$ cat src/rtl/pflag_pkg.sv
package pflag_pkg;
  localparam int ADDR_W = 4;

  typedef enum logic [ADDR_W-1:0] {
    A_DATA  = 4'd0,
    A_DSET  = 4'd1,
    A_DCLR  = 4'd2,
    A_DIR   = 4'd3,
    A_INEN  = 4'd4,
    A_SENSE = 4'd5,
    A_POL   = 4'd6,
    A_MASK  = 4'd7,
    A_MSET  = 4'd8,
    A_MCLR  = 4'd9,
    A_MTGL  = 4'd10
  } reg_addr_e;
endpackage

$ cat src/rtl/pflag_rst_sync.sv
module pflag_rst_sync (
  input  logic clk,
  input  logic arst_n,
  output logic srst_n
);
  logic [1:0] sh_q;
  logic [1:0] sh_d;

  assign sh_d = {sh_q[0], 1'b1};

  always_ff @(posedge clk or negedge arst_n) begin
    if (!arst_n) sh_q <= 2'b00;
    else         sh_q <= sh_d;
  end

  assign srst_n = sh_q[1];
endmodule

$ cat src/rtl/pflag_sync.sv
module pflag_sync #(
  parameter int W      = 16,
  parameter int STAGES = 2
) (
  input  logic         clk,
  input  logic         rst_n,
  input  logic [W-1:0] d,
  output logic [W-1:0] q
);
  logic [W-1:0] st_q [STAGES];

  generate
    for (genvar g = 0; g < STAGES; g++) begin : g_stage
      logic [W-1:0] st_d;
      if (g == 0) begin : g_first
        assign st_d = d;
      end else begin : g_rest
        assign st_d = st_q[g-1];
      end
      always_ff @(posedge clk or negedge rst_n) begin
        if (!rst_n) st_q[g] <= '0;
        else        st_q[g] <= st_d;
      end
    end
  endgenerate

  assign q = st_q[STAGES-1];
endmodule

$ cat src/rtl/pflag_regs.sv
module pflag_regs
  import pflag_pkg::*;
#(
  parameter int W = 16
) (
  input  logic              clk,
  input  logic              rst_n,
  input  logic              wr_en,
  input  logic [ADDR_W-1:0] addr,
  input  logic [W-1:0]      wdata,
  output logic [W-1:0]      data_q,
  output logic [W-1:0]      dir_q,
  output logic [W-1:0]      inen_q,
  output logic [W-1:0]      sense_q,
  output logic [W-1:0]      pol_q,
  output logic [W-1:0]      mask_q,
  output logic [W-1:0]      cap_clr
);
  logic [W-1:0] data_d, mask_d;
  logic data_en, dir_en, inen_en, sense_en, pol_en, mask_en;

  always_comb begin
    data_d   = data_q;
    mask_d   = mask_q;
    data_en  = 1'b0;
    dir_en   = 1'b0;
    inen_en  = 1'b0;
    sense_en = 1'b0;
    pol_en   = 1'b0;
    mask_en  = 1'b0;
    cap_clr  = '0;
    if (wr_en) begin
      case (addr)
        A_DATA:  begin data_en = 1'b1; data_d = wdata;            end
        A_DSET:  begin data_en = 1'b1; data_d = data_q | wdata;   end
        A_DCLR:  begin data_en = 1'b1; data_d = data_q & ~wdata;
                       cap_clr = wdata;                           end
        A_DIR:   dir_en   = 1'b1;
        A_INEN:  inen_en  = 1'b1;
        A_SENSE: sense_en = 1'b1;
        A_POL:   pol_en   = 1'b1;
        A_MASK:  begin mask_en = 1'b1; mask_d = wdata;            end
        A_MSET:  begin mask_en = 1'b1; mask_d = mask_q | wdata;   end
        A_MCLR:  begin mask_en = 1'b1; mask_d = mask_q & ~wdata;  end
        A_MTGL:  begin mask_en = 1'b1; mask_d = mask_q ^ wdata;   end
        default: ;
      endcase
    end
  end

  always_ff @(posedge clk or negedge rst_n) begin
    if (!rst_n) begin
      data_q  <= '0;
      dir_q   <= '0;
      inen_q  <= '0;
      sense_q <= '0;
      pol_q   <= '0;
      mask_q  <= '0;
    end else begin
      if (data_en)  data_q  <= data_d;
      if (dir_en)   dir_q   <= wdata;
      if (inen_en)  inen_q  <= wdata;
      if (sense_en) sense_q <= wdata;
      if (pol_en)   pol_q   <= wdata;
      if (mask_en)  mask_q  <= mask_d;
    end
  end
endmodule

$ cat src/rtl/pflag_irq.sv
module pflag_irq #(
  parameter int W = 16
) (
  input  logic         clk,
  input  logic         rst_n,
  input  logic [W-1:0] smp,
  input  logic [W-1:0] dir,
  input  logic [W-1:0] inen,
  input  logic [W-1:0] sense,
  input  logic [W-1:0] pol,
  input  logic [W-1:0] mask,
  input  logic [W-1:0] cap_clr,
  output logic [W-1:0] in_vis,
  output logic         irq
);
  logic [W-1:0] prev_q, cap_q, cap_d;
  logic [W-1:0] live, act_now, act_prev, edge_hit, pend;

  assign live     = inen & ~dir;
  assign in_vis   = smp & live;
  assign act_now  = smp ^ pol;
  assign act_prev = prev_q ^ pol;
  assign edge_hit = live & sense & act_now & ~act_prev;
  assign cap_d    = (cap_q & ~cap_clr) | edge_hit;
  assign pend     = (live & ~sense & act_now) | (live & sense & cap_q);
  assign irq      = |(pend & mask);

  always_ff @(posedge clk or negedge rst_n) begin
    if (!rst_n) begin
      prev_q <= '0;
      cap_q  <= '0;
    end else begin
      prev_q <= smp;
      cap_q  <= cap_d;
    end
  end
endmodule

$ cat src/rtl/pflag_gpio.sv
module pflag_gpio
  import pflag_pkg::*;
#(
  parameter int NPINS       = 16,
  parameter int SYNC_STAGES = 2
) (
  input  logic              clk,
  input  logic              rst_n,
  input  logic [ADDR_W-1:0] bus_addr,
  input  logic              bus_we,
  input  logic [NPINS-1:0]  bus_wdata,
  output logic [NPINS-1:0]  bus_rdata,
  input  logic [NPINS-1:0]  pin_in,
  output logic [NPINS-1:0]  pin_oe,
  output logic [NPINS-1:0]  pin_out,
  output logic              irq_a
);
  logic srst_n;
  logic [NPINS-1:0] smp, data_q, dir_q, inen_q, sense_q, pol_q, mask_q;
  logic [NPINS-1:0] cap_clr, in_vis, data_view;

  pflag_rst_sync u_rst (.clk(clk), .arst_n(rst_n), .srst_n(srst_n));

  pflag_sync #(.W(NPINS), .STAGES(SYNC_STAGES)) u_sync (
    .clk(clk), .rst_n(srst_n), .d(pin_in), .q(smp));

  pflag_regs #(.W(NPINS)) u_regs (
    .clk(clk), .rst_n(srst_n), .wr_en(bus_we), .addr(bus_addr),
    .wdata(bus_wdata), .data_q(data_q), .dir_q(dir_q), .inen_q(inen_q),
    .sense_q(sense_q), .pol_q(pol_q), .mask_q(mask_q), .cap_clr(cap_clr));

  pflag_irq #(.W(NPINS)) u_irq (
    .clk(clk), .rst_n(srst_n), .smp(smp), .dir(dir_q), .inen(inen_q),
    .sense(sense_q), .pol(pol_q), .mask(mask_q), .cap_clr(cap_clr),
    .in_vis(in_vis), .irq(irq_a));

  assign pin_oe    = dir_q;
  assign pin_out   = data_q;
  assign data_view = (data_q & dir_q) | in_vis;

  always_comb begin
    case (bus_addr)
      A_DATA, A_DSET, A_DCLR:         bus_rdata = data_view;
      A_DIR:                          bus_rdata = dir_q;
      A_INEN:                         bus_rdata = inen_q;
      A_SENSE:                        bus_rdata = sense_q;
      A_POL:                          bus_rdata = pol_q;
      A_MASK, A_MSET, A_MCLR, A_MTGL: bus_rdata = mask_q;
      default:                        bus_rdata = '0;
    endcase
  end
endmodule

$ cat config.mk
export PLATFORM = sky130hd
export DESIGN_NAME = pflag_gpio
export DESIGN_NICKNAME = d
export VERILOG_FILES = /design/src/rtl/pflag_pkg.sv /design/src/rtl/pflag_rst_sync.sv /design/src/rtl/pflag_sync.sv /design/src/rtl/pflag_regs.sv /design/src/rtl/pflag_irq.sv /design/src/rtl/pflag_gpio.sv
export SDC_FILE = /design/constraint.sdc
export NUM_CORES = 1
export LEC_CHECK = 0
export BUFFER_PORTS_ARGS = -buffer_cell sky130_fd_sc_hd__buf_2
export CAP_MARGIN = 20
export CORE_ASPECT_RATIO = 1.5
export CORE_UTILIZATION = 60
export DETAILED_ROUTE_END_ITERATION = 12
export PLACE_DENSITY = 0.81
export SYNTH_ARGS = -nofsm -noshare
export SYNTH_HDL_FRONTEND = slang
export SYNTH_SLANG_ARGS = --single-unit
$ cat constraint.sdc
create_clock -name clk -period 11.1 [get_ports clk]
set_input_delay 3.33 -clock clk [delete_from_list [all_inputs] [get_ports clk]]
set_output_delay 3.33 -clock clk [all_outputs]
set_load 0.05 [all_outputs]
==> results of run 1 <==
[final timing paths]
kind	depth (start not counted)	to	from
max in group asynchronous	1	u_rst.sh_q[1]	rst_n
worst min-delay path	0	u_sync.g_stage[1].st_d[11]	u_rst.sh_q[1]
min in group clk	0	u_sync.q[13]	u_sync.g_stage[1].st_d[13]
worst min register to register	0	u_sync.g_stage[1].st_d[11]	u_rst.sh_q[1]
worst max-delay path	6	bus_rdata[5]	bus_addr[0]
worst max register to register	2	u_regs.sense_q[15]	u_rst.sh_q[1]
[stage by stage]
step / hold WS [ns] / power (mW) / util, % / worst slack, ns / cell area [um2]
finish: 0.2602 / 1.814 / 69.99 / 2.117 / 9066
global route: 0.2988 / 1.901 / 69.99 / 1.986 / 9066
CTS: 0.2736 / 1.815 / 69.56 / 2.146 / 9011
detailed placement: 0.2660 / 1.240 / 65.10 / 2.149 / 8433
global placement: 0.2638 / 1.223 / 64.89 / 2.214 / 8406
floorplan: 0.3312 / 1.125 / - / 3.221 / 7928
[cells in the mapped netlist]
master / n / area [um2]
dfrtp_1: 162 / 4054
nand2_1: 162 / 608.1
o21ai_0: 82 / 410.4
a22oi_1: 48 / 360.4
inv_1: 47 / 176.4
o21ai_1: 42 / 210.2
nor2_1: 34 / 127.6
ha_1: 32 / 400.4
nand3_1: 24 / 120.1
buf_2: 20 / 100.1
nor2b_1: 17 / 106.4
a21oi_1: 16 / 80.08
a32o_1: 16 / 160.2
o211ai_1: 16 / 120.1
o22ai_1: 16 / 100.1
mux2i_1: 15 / 150.1
o22a_1: 15 / 131.4
clkbuf_1: 14 / 52.55
xnor2_1: 12 / 105.1
nand2b_1: 6 / 37.54
a31oi_1: 4 / 25.02
o2111a_1: 4 / 45.04
xor2_1: 4 / 35.03
buf_4: 3 / 22.52
nand4_1: 3 / 18.77
nand2_2: 2 / 12.51
nor3_4: 2 / 32.53
or3_1: 2 / 12.51
a211oi_1: 1 / 7.510
a21o_1: 1 / 7.510
a21oi_2: 1 / 8.760
and3_1: 1 / 6.260
conb_1: 1 / 3.750
mux2i_4: 1 / 22.52
nand2b_4: 1 / 13.76
nor2_2: 1 / 6.260
nor2_4: 1 / 11.26
nor3b_4: 1 / 18.77
or2_1: 1 / 6.260
[routing by layer]
metal / vias to the layer above / track usage, % / wire length (um)
li1: 3081 / - / -
met1: 3252 / 39.42 / 8103
met2: 254 / 53.38 / 10390
met3: 58 / 5.431 / 1379
met4: 0 / 15.00 / 617
met5: - / 0 / 0
[power by group]
group          internal, mW  total, mW  switching (mW)
Clock                 0.324      0.575           0.251
Sequential            0.695      0.807           0.112
Combinational         0.149      0.432           0.283
[critical path, cell delays in order]
cell	delay [ns]
buf_2	0.51
nand2_1	0.32
nor3_4	0.83
a22oi_1	0.21
nand3_1	0.17
buf_2	0.28
[cell families after synthesis]
kind of cell / synth area share, %
AO/OA/AOI/OAI: 21.02
XOR/XNOR: 1.768
adder cells (fa/ha/maj): 5.050
buffers and inverters: 4.435
flip-flops: 51.14
multiplexers: 2.178
other: 0.04730
AND/OR/NAND/NOR: 14.36
[cell type report]
class	instances	area, um2
inverters	47	176.4
repair buffers	92	533.0
flip-flops and latches	162	4058
multi-input cells	585	3522
well taps	159	198.9
clock inverters	13	125.1
fillers	973	3887
clock buffers	19	452.9
[sequential cells by signal (all words and copies together), names as in the netlist]
name,flops
u_irq.cap_q,16
u_irq.prev_q,16
u_regs.data_q,16
u_regs.dir_q,16
u_regs.inen_q,16
u_regs.mask_q,16
u_regs.pol_q,16
u_regs.sense_q,16
u_sync.g_stage.st_d,16
u_sync.q,16
u_rst.sh_q,2
==> metrics.txt, run 1 <==
# TYPE chip_impl_metric gauge
chip_impl_metric{name="num_vias",unit=""} 6645
chip_impl_metric{name="final_max_slew_viol_count",unit=""} 0
chip_impl_metric{name="route.detailed.wl_per_inst",unit="um"} 19.03
chip_impl_metric{name="clock_skew",unit="ns"} 0.006575
chip_impl_metric{name="cts_post_setup_buffers_inserted",unit=""} 0
chip_impl_metric{name="grt_pass1_vias",unit=""} 6296
chip_impl_metric{name="ant_nets",unit=""} 0
chip_impl_metric{name="cts_buffer_depth",unit=""} 2
chip_impl_info{name="run_status",value="completed"} 1
chip_impl_metric{name="i_o_pin_total",unit=""} 88
chip_impl_metric{name="grt_start_max_net_pins",unit=""} 77
chip_impl_metric{name="post_route_cells_drive_above_1_share",unit="%"} 14.71
chip_impl_metric{name="syn_nets",unit=""} 902
chip_impl_metric{name="totalNegativeSetupSlack",unit="ns"} 0
chip_impl_info{name="unrepaired_setup_endpoints_after_global_routing",value="no"} 1
chip_impl_metric{name="clkTransAtPathRegs",unit="ns"} 0.06
chip_impl_metric{name="routed_wl",unit="mm"} 20.50
chip_impl_metric{name="timing.final.crit_share",unit="%"} 80.93
chip_impl_metric{name="fin_nets",unit=""} 976
chip_impl_metric{name="numCtsBuffers",unit=""} 17
chip_impl_metric{name="clk_latency",unit="ns"} 0.42
chip_impl_info{name="startpoint_type",value="primary input"} 1
chip_impl_metric{name="antenna_found_initial",unit=""} 0
chip_impl_metric{name="resize_count_post_cts",unit=""} 0
chip_impl_metric{name="arrival",unit="ns"} 5.65
chip_impl_metric{name="drt-vias-per-instance",unit=""} 6.170
chip_impl_info{name="final_common_cell",value="nand2_1"} 1
chip_impl_metric{name="grt_first_pass_wirelength",unit="mm"} 32.04
chip_impl_metric{name="max_clock_freq",unit="MHz"} 111.3
chip_impl_metric{name="dp_hpwl",unit="mm"} 12.90
chip_impl_metric{name="timing.slew.headroom",unit="%"} 26.77
chip_impl_metric{name="setup-violations-final",unit=""} 0
chip_impl_metric{name="flow.area_growth_from_synthesis",unit="%"} 14.36
chip_impl_metric{name="worstPathRequired",unit="ns"} 7.77
chip_impl_metric{name="clock-sinks",unit=""} 162
chip_impl_info{name="most-common-layout-cells",value="162 x nand2_1, 161 x dfrtp_1, 87 x buf_2"} 1
chip_impl_metric{name="globalplace.congestion",unit=""} 0.8028
chip_impl_metric{name="synthesized_area_per_cell",unit="um2"} 9.540
chip_impl_metric{name="first_pass_iters",unit=""} 5
chip_impl_metric{name="die_footprint",unit="um2"} 13690
chip_impl_metric{name="detailedRoute.firstIterationViolations",unit=""} 507
chip_impl_metric{name="ys_ff_latch",unit=""} 162
chip_impl_metric{name="power_density",unit="nW/um2"} 200.1
chip_impl_metric{name="post-route-min-period",unit="ns"} 8.983
chip_impl_metric{name="die_x",unit="um"} 95.86
chip_impl_metric{name="worstMarginPinSlew",unit="ns"} 1.097
chip_impl_metric{name="start_util",unit="%"} 61.20
chip_impl_metric{name="global_router_s_overall_resource_usage",unit="%"} 31.79
chip_impl_metric{name="syn_inst",unit=""} 831
chip_impl_metric{name="seq_area_frac_synth",unit="%"} 51.14
chip_impl_metric{name="htree_levels",unit=""} 4
chip_impl_metric{name="maxCapViolations",unit=""} 0
chip_impl_metric{name="diodes",unit=""} 0
chip_impl_info{name="critPathCaptureType",value="output port"} 1
chip_impl_info{name="timing.hold.worst.class",value="register to async pin"} 1
chip_impl_metric{name="die-height",unit="um"} 142.8
chip_impl_info{name="cts_tree",value="built"} 1
chip_impl_metric{name="total_leakage_power",unit="nW"} 4.224
chip_impl_info{name="cts-root-buf",value="clkbuf_16"} 1
chip_impl_metric{name="reg2reg_setup_slack",unit="ns"} 8.87
chip_impl_metric{name="crit_fanout",unit=""} 23
chip_impl_metric{name="timing.final.hold_violations",unit=""} 0
chip_impl_metric{name="post-route-drc-count",unit=""} 0
chip_impl_metric{name="cts_hold_buffers",unit=""} 0
chip_impl_metric{name="rows",unit=""} 51
chip_impl_metric{name="non_filler_instances",unit=""} 1077
chip_impl_metric{name="place.detailed.instances",unit=""} 1043
chip_impl_metric{name="io_buffers",unit=""} 87
chip_impl_metric{name="global_route.overflow_total",unit=""} 0
chip_impl_metric{name="post_synth_num_cell_types",unit=""} 39
chip_impl_metric{name="synth.yosys.warnings",unit=""} 0
chip_impl_metric{name="design.core.area",unit="um2"} 12950
chip_impl_metric{name="synth.cell_area",unit="um2"} 7928
chip_impl_metric{name="vdd_drop_max",unit="uV"} 89.80
chip_impl_info{name="setup.worst_path.class",value="primary input to output port"} 1
Note: power is estimated with default switching activity, not from simulation.
==> run 2: changes to the inputs <==
--- a/config.mk
+++ b/config.mk
@@ -8,9 +8,9 @@
 export BUFFER_PORTS_ARGS = -buffer_cell sky130_fd_sc_hd__buf_2
 export CAP_MARGIN = 20
 export CORE_ASPECT_RATIO = 1.5
-export CORE_UTILIZATION = 60
+export CORE_UTILIZATION = 59
 export DETAILED_ROUTE_END_ITERATION = 12
-export PLACE_DENSITY = 0.81
+export PLACE_DENSITY = 0.8
 export SYNTH_ARGS = -nofsm -noshare
 export SYNTH_HDL_FRONTEND = slang
 export SYNTH_SLANG_ARGS = --single-unit
==> constraint.sdc (replaced) <==
create_clock -name clk -period 9.25 [get_ports clk]
set_input_delay 2.775 -clock clk [delete_from_list [all_inputs] [get_ports clk]]
set_output_delay 2.775 -clock clk [all_outputs]
set_load 0.05 [all_outputs]
==> run 2 against run 1 <==
Effect of this change: worst hold slack worse by 0.096 ns; critical path type unchanged; critical path depth unchanged; combinational power up 21%; total power up 22%; utilization down 0.12 points; first-iteration DRC count down 2.4%; sequential share of layout area down 0.14 points; setup slack worse by 0.79 ns; wire length up 2.6%; count of clock-buffer cells in the layout up 1; non-clock buffer count unchanged; cell area up 0.32%.
==> metrics.txt, run 2 (same netlist as run 1, synthesis figures left out) <==
# TYPE chip_impl_metric gauge
chip_impl_metric{name="antenna_found_initial",unit=""} 0
chip_impl_metric{name="p_switching",unit="mW"} 0.7721
chip_impl_metric{name="numCtsBuffers",unit=""} 17
chip_impl_metric{name="fin_nets",unit=""} 976
chip_impl_metric{name="final.hold.worst_slack",unit="ns"} 0.1642
chip_impl_metric{name="worstMarginPinSlew",unit="ns"} 1.094
chip_impl_metric{name="globalplace.congestion",unit=""} 0.7994
chip_impl_info{name="startpoint_type",value="primary input"} 1
chip_impl_metric{name="grt_start_max_net_pins",unit=""} 83
chip_impl_info{name="most-common-layout-cells",value="162 x nand2_1, 161 x dfrtp_1, 87 x buf_2"} 1
chip_impl_metric{name="met1Wirelength",unit="mm"} 8.237
chip_impl_metric{name="die_x",unit="um"} 96.65
chip_impl_metric{name="max_clock_freq",unit="MHz"} 126.2
chip_impl_metric{name="grt_pass1_vias",unit=""} 6626
chip_impl_info{name="critical_path.slowest_cell",value="nor3_4"} 1
chip_impl_metric{name="diodes",unit=""} 0
chip_impl_metric{name="post-route-min-period",unit="ns"} 7.926
chip_impl_info{name="critPathCaptureType",value="output port"} 1
chip_impl_metric{name="dp_hpwl",unit="mm"} 12.92
chip_impl_metric{name="die-height",unit="um"} 144.0
chip_impl_metric{name="wl_met2",unit="mm"} 10.16
chip_impl_metric{name="clk_latency",unit="ns"} 0.43
chip_impl_metric{name="cts_post_setup_buffers_inserted",unit=""} 0
chip_impl_metric{name="p_comb_share",unit="%"} 23.6
chip_impl_info{name="run_status",value="completed"} 1
chip_impl_metric{name="drt-vias-per-instance",unit=""} 6.220
chip_impl_metric{name="ant_nets",unit=""} 0
chip_impl_metric{name="global_router_s_overall_resource_usage",unit="%"} 31.37
chip_impl_metric{name="flow.area_growth_from_synthesis",unit="%"} 14.73
chip_impl_metric{name="timing.final.hold_violations",unit=""} 0
chip_impl_metric{name="clkPwrFrac",unit="%"} 32.8
chip_impl_info{name="timing.hold.worst.class",value="register to async pin"} 1
chip_impl_info{name="path_cells",value="buf_2, nand2_1, nor3_4, a22oi_1, nand3_1, buf_2"} 1
chip_impl_metric{name="resize_count_post_cts",unit=""} 0
chip_impl_info{name="cts_tree",value="built"} 1
chip_impl_metric{name="timing.slew.headroom",unit="%"} 26.84
chip_impl_metric{name="route.detailed.wl_per_inst",unit="um"} 19.53
chip_impl_metric{name="area_of_the_multi_input_gates",unit="um2"} 3522
chip_impl_metric{name="maxCapViolations",unit=""} 0
chip_impl_metric{name="rr_worst_depth",unit=""} 2
chip_impl_info{name="worst_setup_path_startpoint",value="bus_addr[0]"} 1
chip_impl_metric{name="clock-sinks",unit=""} 162
chip_impl_metric{name="io_buffers",unit=""} 87
chip_impl_metric{name="finalWorstSetupSlack",unit="ns"} 1.324
chip_impl_metric{name="routed-wl-met3",unit="mm"} 1.554
chip_impl_metric{name="cp.depth",unit=""} 6
chip_impl_metric{name="power_density",unit="nW/um2"} 244.2
chip_impl_metric{name="p_sw_share",unit="%"} 34.76
chip_impl_metric{name="place.detailed.instances",unit=""} 1042
chip_impl_info{name="crit-reg2reg-launch",value="u_rst.sh_q[1]"} 1
chip_impl_info{name="top_layer_used",value="met5"} 1
chip_impl_metric{name="clkTransAtPathRegs",unit="ns"} 0.07
chip_impl_metric{name="worstPathRequired",unit="ns"} 6.48
chip_impl_metric{name="global_route.overflow_total",unit=""} 0
chip_impl_info{name="setup.worst_path.end",value="bus_rdata[5]"} 1
chip_impl_info{name="cp_top_family",value="simple AND/OR/NAND/NOR gates"} 1
chip_impl_metric{name="vdd_drop_max",unit="uV"} 140.4
chip_impl_metric{name="pre_cts_ws",unit="ns"} 1.413
chip_impl_metric{name="reg2reg_setup_slack",unit="ns"} 7.42
chip_impl_metric{name="totalNegativeSetupSlack",unit="ns"} 0
chip_impl_info{name="setup.worst_path.class",value="primary input to output port"} 1
chip_impl_metric{name="first_pass_iters",unit=""} 5
chip_impl_metric{name="grt_first_pass_wirelength",unit="mm"} 33.60
chip_impl_metric{name="die_footprint",unit="um2"} 13910
chip_impl_metric{name="htree_levels",unit=""} 4
chip_impl_metric{name="total_placed_instance_area",unit="um2"} 8426
chip_impl_info{name="cts-root-buf",value="clkbuf_16"} 1
chip_impl_metric{name="rows",unit=""} 51
chip_impl_metric{name="internal_cell_power",unit="mW"} 1.449
chip_impl_metric{name="final_max_slew_viol_count",unit=""} 0
chip_impl_info{name="worst_path_most_repeated_cell",value="buf_2"} 1
chip_impl_metric{name="timing.final.crit_share",unit="%"} 85.69
chip_impl_metric{name="num_vias",unit=""} 6693
chip_impl_metric{name="arrival",unit="ns"} 5.15
chip_impl_metric{name="design.core.area",unit="um2"} 13020
chip_impl_metric{name="clock_skew",unit="ns"} 0.01528
chip_impl_metric{name="longest_individual_stage_delay_on_the_worst_path",unit="ns"} 0.90
chip_impl_metric{name="setup-violations-final",unit=""} 0
chip_impl_metric{name="non_filler_instances",unit=""} 1076
chip_impl_info{name="unrepaired_setup_endpoints_after_global_routing",value="no"} 1
chip_impl_metric{name="fin_area",unit="um2"} 9095
chip_impl_metric{name="power.share.sequential",unit="%"} 43.6
chip_impl_metric{name="cts_hold_buffers",unit=""} 0
chip_impl_metric{name="num-fill-cells",unit=""} 1010
chip_impl_metric{name="post-route-drc-count",unit=""} 0
chip_impl_metric{name="worst-path-buf-inv",unit=""} 2
chip_impl_metric{name="cts_buffer_depth",unit=""} 2
chip_impl_info{name="timing.rr.end",value="u_regs.sense_q[15]"} 1
chip_impl_metric{name="start_util",unit="%"} 60.90
chip_impl_metric{name="post_route_cells_drive_above_1_share",unit="%"} 14.39
chip_impl_metric{name="detailedRoute.firstIterationViolations",unit=""} 495
chip_impl_metric{name="routed_wl",unit="mm"} 21.02
chip_impl_metric{name="i_o_pin_total",unit=""} 88
chip_impl_metric{name="crit_fanout",unit=""} 23
chip_impl_metric{name="total_leakage_power",unit="nW"} 4.235
chip_impl_info{name="final_common_cell",value="nand2_1"} 1
chip_impl_metric{name="regArea",unit="um2"} 4058
-- run 2: metal layers --
layer / global-route usage, % / vias up
li1: - / 3075
met1: 37.77 / 3215
met2: 51.78 / 309
met3: 7.202 / 92
met4: 18.15 / 2
met5: 2.198 / -
-- run 2: worst min path at each step --
stage                                           from                 to  slack (ns)  cells past startpoint
after floorplan                        u_rst.sh_q[0]      u_rst.sh_q[1]        0.33                      0
after global routing                   u_rst.sh_q[1]  u_regs.data_q[14]        0.18                      0
final                                  u_rst.sh_q[1]   u_regs.dir_q[14]        0.16                      0
after detailed placement  u_sync.g_stage[1].st_d[11]       u_sync.q[11]        0.34                      0
after CTS                 u_sync.g_stage[1].st_d[15]       u_sync.q[15]        0.35                      0
after global placement     u_sync.g_stage[1].st_d[5]        u_sync.q[5]        0.33                      0
-- run 2: area by class of cell --
type / count / share of cell area (%)
clock buffer: 20 / 4.911
clock inverter: 11 / 1.678
inverter: 47 / 1.940
multi-input combinational: 585 / 38.73
sequential: 162 / 44.61
tap: 159 / 2.187
timing repair buffer: 92 / 5.943
-- run 2: power by group through the flow --
stage | logic (mW) | registers [mW] | clock network, mW
final | 0.523 | 0.968 | 0.730
after global routing | 0.573 | 0.987 | 0.765
after CTS | 0.514 | 0.971 | 0.737
after detailed placement | 0.508 | 0.981 | 0
after global placement | 0.492 | 0.976 | 0
after floorplan | 0.302 | 1.05 | 0
-- run 2: per-stage QoR --
stage | total power [mW] | util [%]
2_1_floorplan | 1.350 | -
3_3_place_gp | 1.468 | 64.51
3_5_place_dp | 1.489 | 64.73
4_1_cts | 2.222 | 69.33
5_1_grt | 2.325 | 69.87
6_report | 2.221 | 69.87
==> run 3: changes to the inputs <==
--- a/config.mk
+++ b/config.mk
@@ -6,7 +6,7 @@
 export NUM_CORES = 1
 export LEC_CHECK = 0
 export BUFFER_PORTS_ARGS = -buffer_cell sky130_fd_sc_hd__buf_2
-export CAP_MARGIN = 20
+export CAP_MARGIN = 10
 export CORE_ASPECT_RATIO = 1.5
 export CORE_UTILIZATION = 59
 export DETAILED_ROUTE_END_ITERATION = 12
==> constraint.sdc (replaced) <==
create_clock -name clk -period 7.5 [get_ports clk]
set_input_delay 2.25 -clock clk [delete_from_list [all_inputs] [get_ports clk]]
set_output_delay 2.25 -clock clk [all_outputs]
set_load 0.05 [all_outputs]
==> run 3 against run 2 <==
Effect of this change: the flow now finishes with violations (design-rule violations); combinational power rose by 22%; sequential power rose by 24%; clock power rose by 17%; critical path type unchanged; sequential share of layout area rose by 0.28 points; wire length fell by 1.8%; register-to-register slack got worse by 1.5 ns; flip-flop and latch count did not move.
==> metrics.txt, run 3 (same netlist as run 1, synthesis figures left out) <==
# TYPE chip_impl_metric gauge
chip_impl_metric{name="total_placed_instance_area",unit="um2"} 8458
chip_impl_metric{name="drt-vias-per-instance",unit=""} 6.167
chip_impl_metric{name="final.hold.worst_slack",unit="ns"} 0.2775
chip_impl_info{name="global_route.peak_usage_layer",value="met2"} 1
chip_impl_metric{name="final_max_slew_viol_count",unit=""} 0
chip_impl_metric{name="post_route_cells_drive_above_1_share",unit="%"} 14.97
chip_impl_metric{name="timing.slew.headroom",unit="%"} 14.63
chip_impl_metric{name="num_vias",unit=""} 6666
chip_impl_metric{name="arrival",unit="ns"} 4.42
chip_impl_info{name="unrepaired_setup_endpoints_after_global_routing",value="no"} 1
chip_impl_metric{name="grt_start_max_net_pins",unit=""} 70
chip_impl_metric{name="worstPathRequired",unit="ns"} 5.25
chip_impl_metric{name="clkTransAtPathRegs",unit="ns"} 0.06
chip_impl_metric{name="gr-usage-met2",unit="%"} 52.11
chip_impl_metric{name="reg2reg_setup_slack",unit="ns"} 5.97
chip_impl_metric{name="vdd_drop_max",unit="uV"} 164.5
chip_impl_info{name="startpoint_type",value="primary input"} 1
chip_impl_metric{name="fin_nets",unit=""} 980
chip_impl_info{name="cts_tree",value="built"} 1
chip_impl_info{name="run_status",value="complete, but fails checks"} 1
chip_impl_metric{name="maxCapViolations",unit=""} 0
chip_impl_metric{name="routed_wl",unit="mm"} 20.64
chip_impl_metric{name="clk_latency",unit="ns"} 0.42
chip_impl_metric{name="route.detailed.wl_per_inst",unit="um"} 19.09
chip_impl_info{name="timing.rr.end",value="u_regs.mask_q[15]"} 1
chip_impl_metric{name="grt_pass1_vias",unit=""} 6529
chip_impl_metric{name="detailedRoute.firstIterationViolations",unit=""} 530
chip_impl_info{name="final_common_cell",value="nand2_1"} 1
chip_impl_metric{name="timing.final.crit_share",unit="%"} 88.96
chip_impl_info{name="timing.hold.worst.class",value="register to async pin"} 1
chip_impl_metric{name="post-route-drc-count",unit=""} 2
chip_impl_info{name="setup.worst_path.class",value="primary input to output port"} 1
chip_impl_metric{name="die-height",unit="um"} 144.0
chip_impl_metric{name="die_footprint",unit="um2"} 13910
chip_impl_info{name="most-common-layout-cells",value="162 x nand2_1, 161 x dfrtp_1, 87 x buf_2"} 1
chip_impl_info{name="failed_checks",value="design-rule violations"} 1
chip_impl_info{name="crit-reg2reg-launch",value="u_rst.sh_q[1]"} 1
chip_impl_metric{name="area_of_the_multi_input_gates",unit="um2"} 3522
chip_impl_metric{name="clock_skew",unit="ns"} 0.009971
chip_impl_metric{name="max_clock_freq",unit="MHz"} 149.9
chip_impl_info{name="cts-root-buf",value="clkbuf_16"} 1
chip_impl_metric{name="htree_levels",unit=""} 4
chip_impl_metric{name="timing.final.hold_violations",unit=""} 0
chip_impl_metric{name="ant_nets",unit=""} 0
chip_impl_metric{name="total_leakage_power",unit="nW"} 4.219
chip_impl_metric{name="cts_hold_buffers",unit=""} 0
chip_impl_metric{name="dp_hpwl",unit="mm"} 13.06
chip_impl_metric{name="regArea",unit="um2"} 4058
chip_impl_metric{name="grt_first_pass_wirelength",unit="mm"} 33.10
chip_impl_metric{name="grt_use_met3",unit="%"} 6.525
chip_impl_metric{name="post-route-min-period",unit="ns"} 6.672
chip_impl_metric{name="first_pass_iters",unit=""} 9
chip_impl_metric{name="rows",unit=""} 51
chip_impl_metric{name="i_o_pin_total",unit=""} 88
chip_impl_metric{name="global_router_s_overall_resource_usage",unit="%"} 30.92
chip_impl_metric{name="flow.area_growth_from_synthesis",unit="%"} 14.02
chip_impl_metric{name="fin_area",unit="um2"} 9039
chip_impl_metric{name="numCtsBuffers",unit=""} 17
chip_impl_metric{name="num-fill-cells",unit=""} 1041
chip_impl_metric{name="antenna_found_initial",unit=""} 0
chip_impl_metric{name="diodes",unit=""} 0
chip_impl_metric{name="power_density",unit="nW/um2"} 297.1
chip_impl_info{name="critPathCaptureType",value="output port"} 1
chip_impl_metric{name="io_buffers",unit=""} 87
chip_impl_metric{name="groute.layer.met1.usage",unit="%"} 36.83
chip_impl_metric{name="design.core.area",unit="um2"} 13020
chip_impl_metric{name="cts_buffer_depth",unit=""} 2
chip_impl_metric{name="die_x",unit="um"} 96.65
chip_impl_metric{name="worstMarginPinSlew",unit="ns"} 1.277
chip_impl_metric{name="clock-sinks",unit=""} 162
chip_impl_metric{name="resize_count_post_cts",unit=""} 0
chip_impl_metric{name="start_util",unit="%"} 60.90
chip_impl_metric{name="rr_worst_depth",unit=""} 1
chip_impl_metric{name="cts_post_setup_buffers_inserted",unit=""} 0
chip_impl_metric{name="globalplace.congestion",unit=""} 0.8262
chip_impl_metric{name="crit_fanout",unit=""} 23
chip_impl_metric{name="setup-violations-final",unit=""} 0
chip_impl_metric{name="global_route.overflow_total",unit=""} 0
chip_impl_metric{name="totalNegativeSetupSlack",unit="ns"} 0
run 3: cell types whose count changed in the layout (fill, tap and decap cells not counted), sizes merged:
cell / before / now
clkinv: 1 / 4
bufinv: 3 / 1
buf: 92 / 96
run 3: layout make-up:
cell class	instances	area share [%]
Clock buffer	20	5.053
Clock inverter	12	1.370
Inverter	47	1.952
Multi-Input combinational cell	585	38.97
Sequential cell	162	44.89
Tap cell	159	2.201
Timing Repair Buffer	96	5.565
run 3: how the worst max path moves through the flow:
stage                 from             to  slack, ns
2_1_floorplan  bus_addr[1]  bus_rdata[10]       1.78
3_3_place_gp   bus_addr[0]   bus_rdata[4]       0.93
3_5_place_dp   bus_addr[0]  bus_rdata[11]       0.88
4_1_cts        bus_addr[0]  bus_rdata[11]       0.88
5_1_grt        bus_addr[0]   bus_rdata[2]       0.77
6_report       bus_addr[0]  bus_rdata[11]       0.83
run 3: metrics by stage:
stage               instances  total power [mW]  util (%)  setup WS, ns
floorplan                 831             1.665         -         1.781
global placement         1049             1.814     64.98        0.9305
detailed placement       1049             1.836     64.98        0.8814
CTS                      1081             2.695     69.43        0.8845
global route             1081             2.817     69.43        0.7679
finish                   1081             2.686     69.43        0.8282
run 3: routing by layer:
| metal | vias to the layer above | share of wire (%) |
|---|---|---|
| met5 | - | 0 |
| met4 | 0 | 4.7 |
| met3 | 68 | 7.2 |
| met2 | 279 | 49 |
| met1 | 3242 | 39 |
| li1 | 3077 | - |
run 3: power by group:
group / internal, mW / switching (mW)
Combinational: 0.221 / 0.416
Clock: 0.482 / 0.371
Sequential: 1.03 / 0.166
Total: 1.73 / 0.953
run 3: critical path: stages:
cell and delay [ns]:
buf_2 0.50, nand2_1 0.32, mux2i_4 0.77, a21oi_1 0.19
nand3_1 0.12, buf_2 0.26
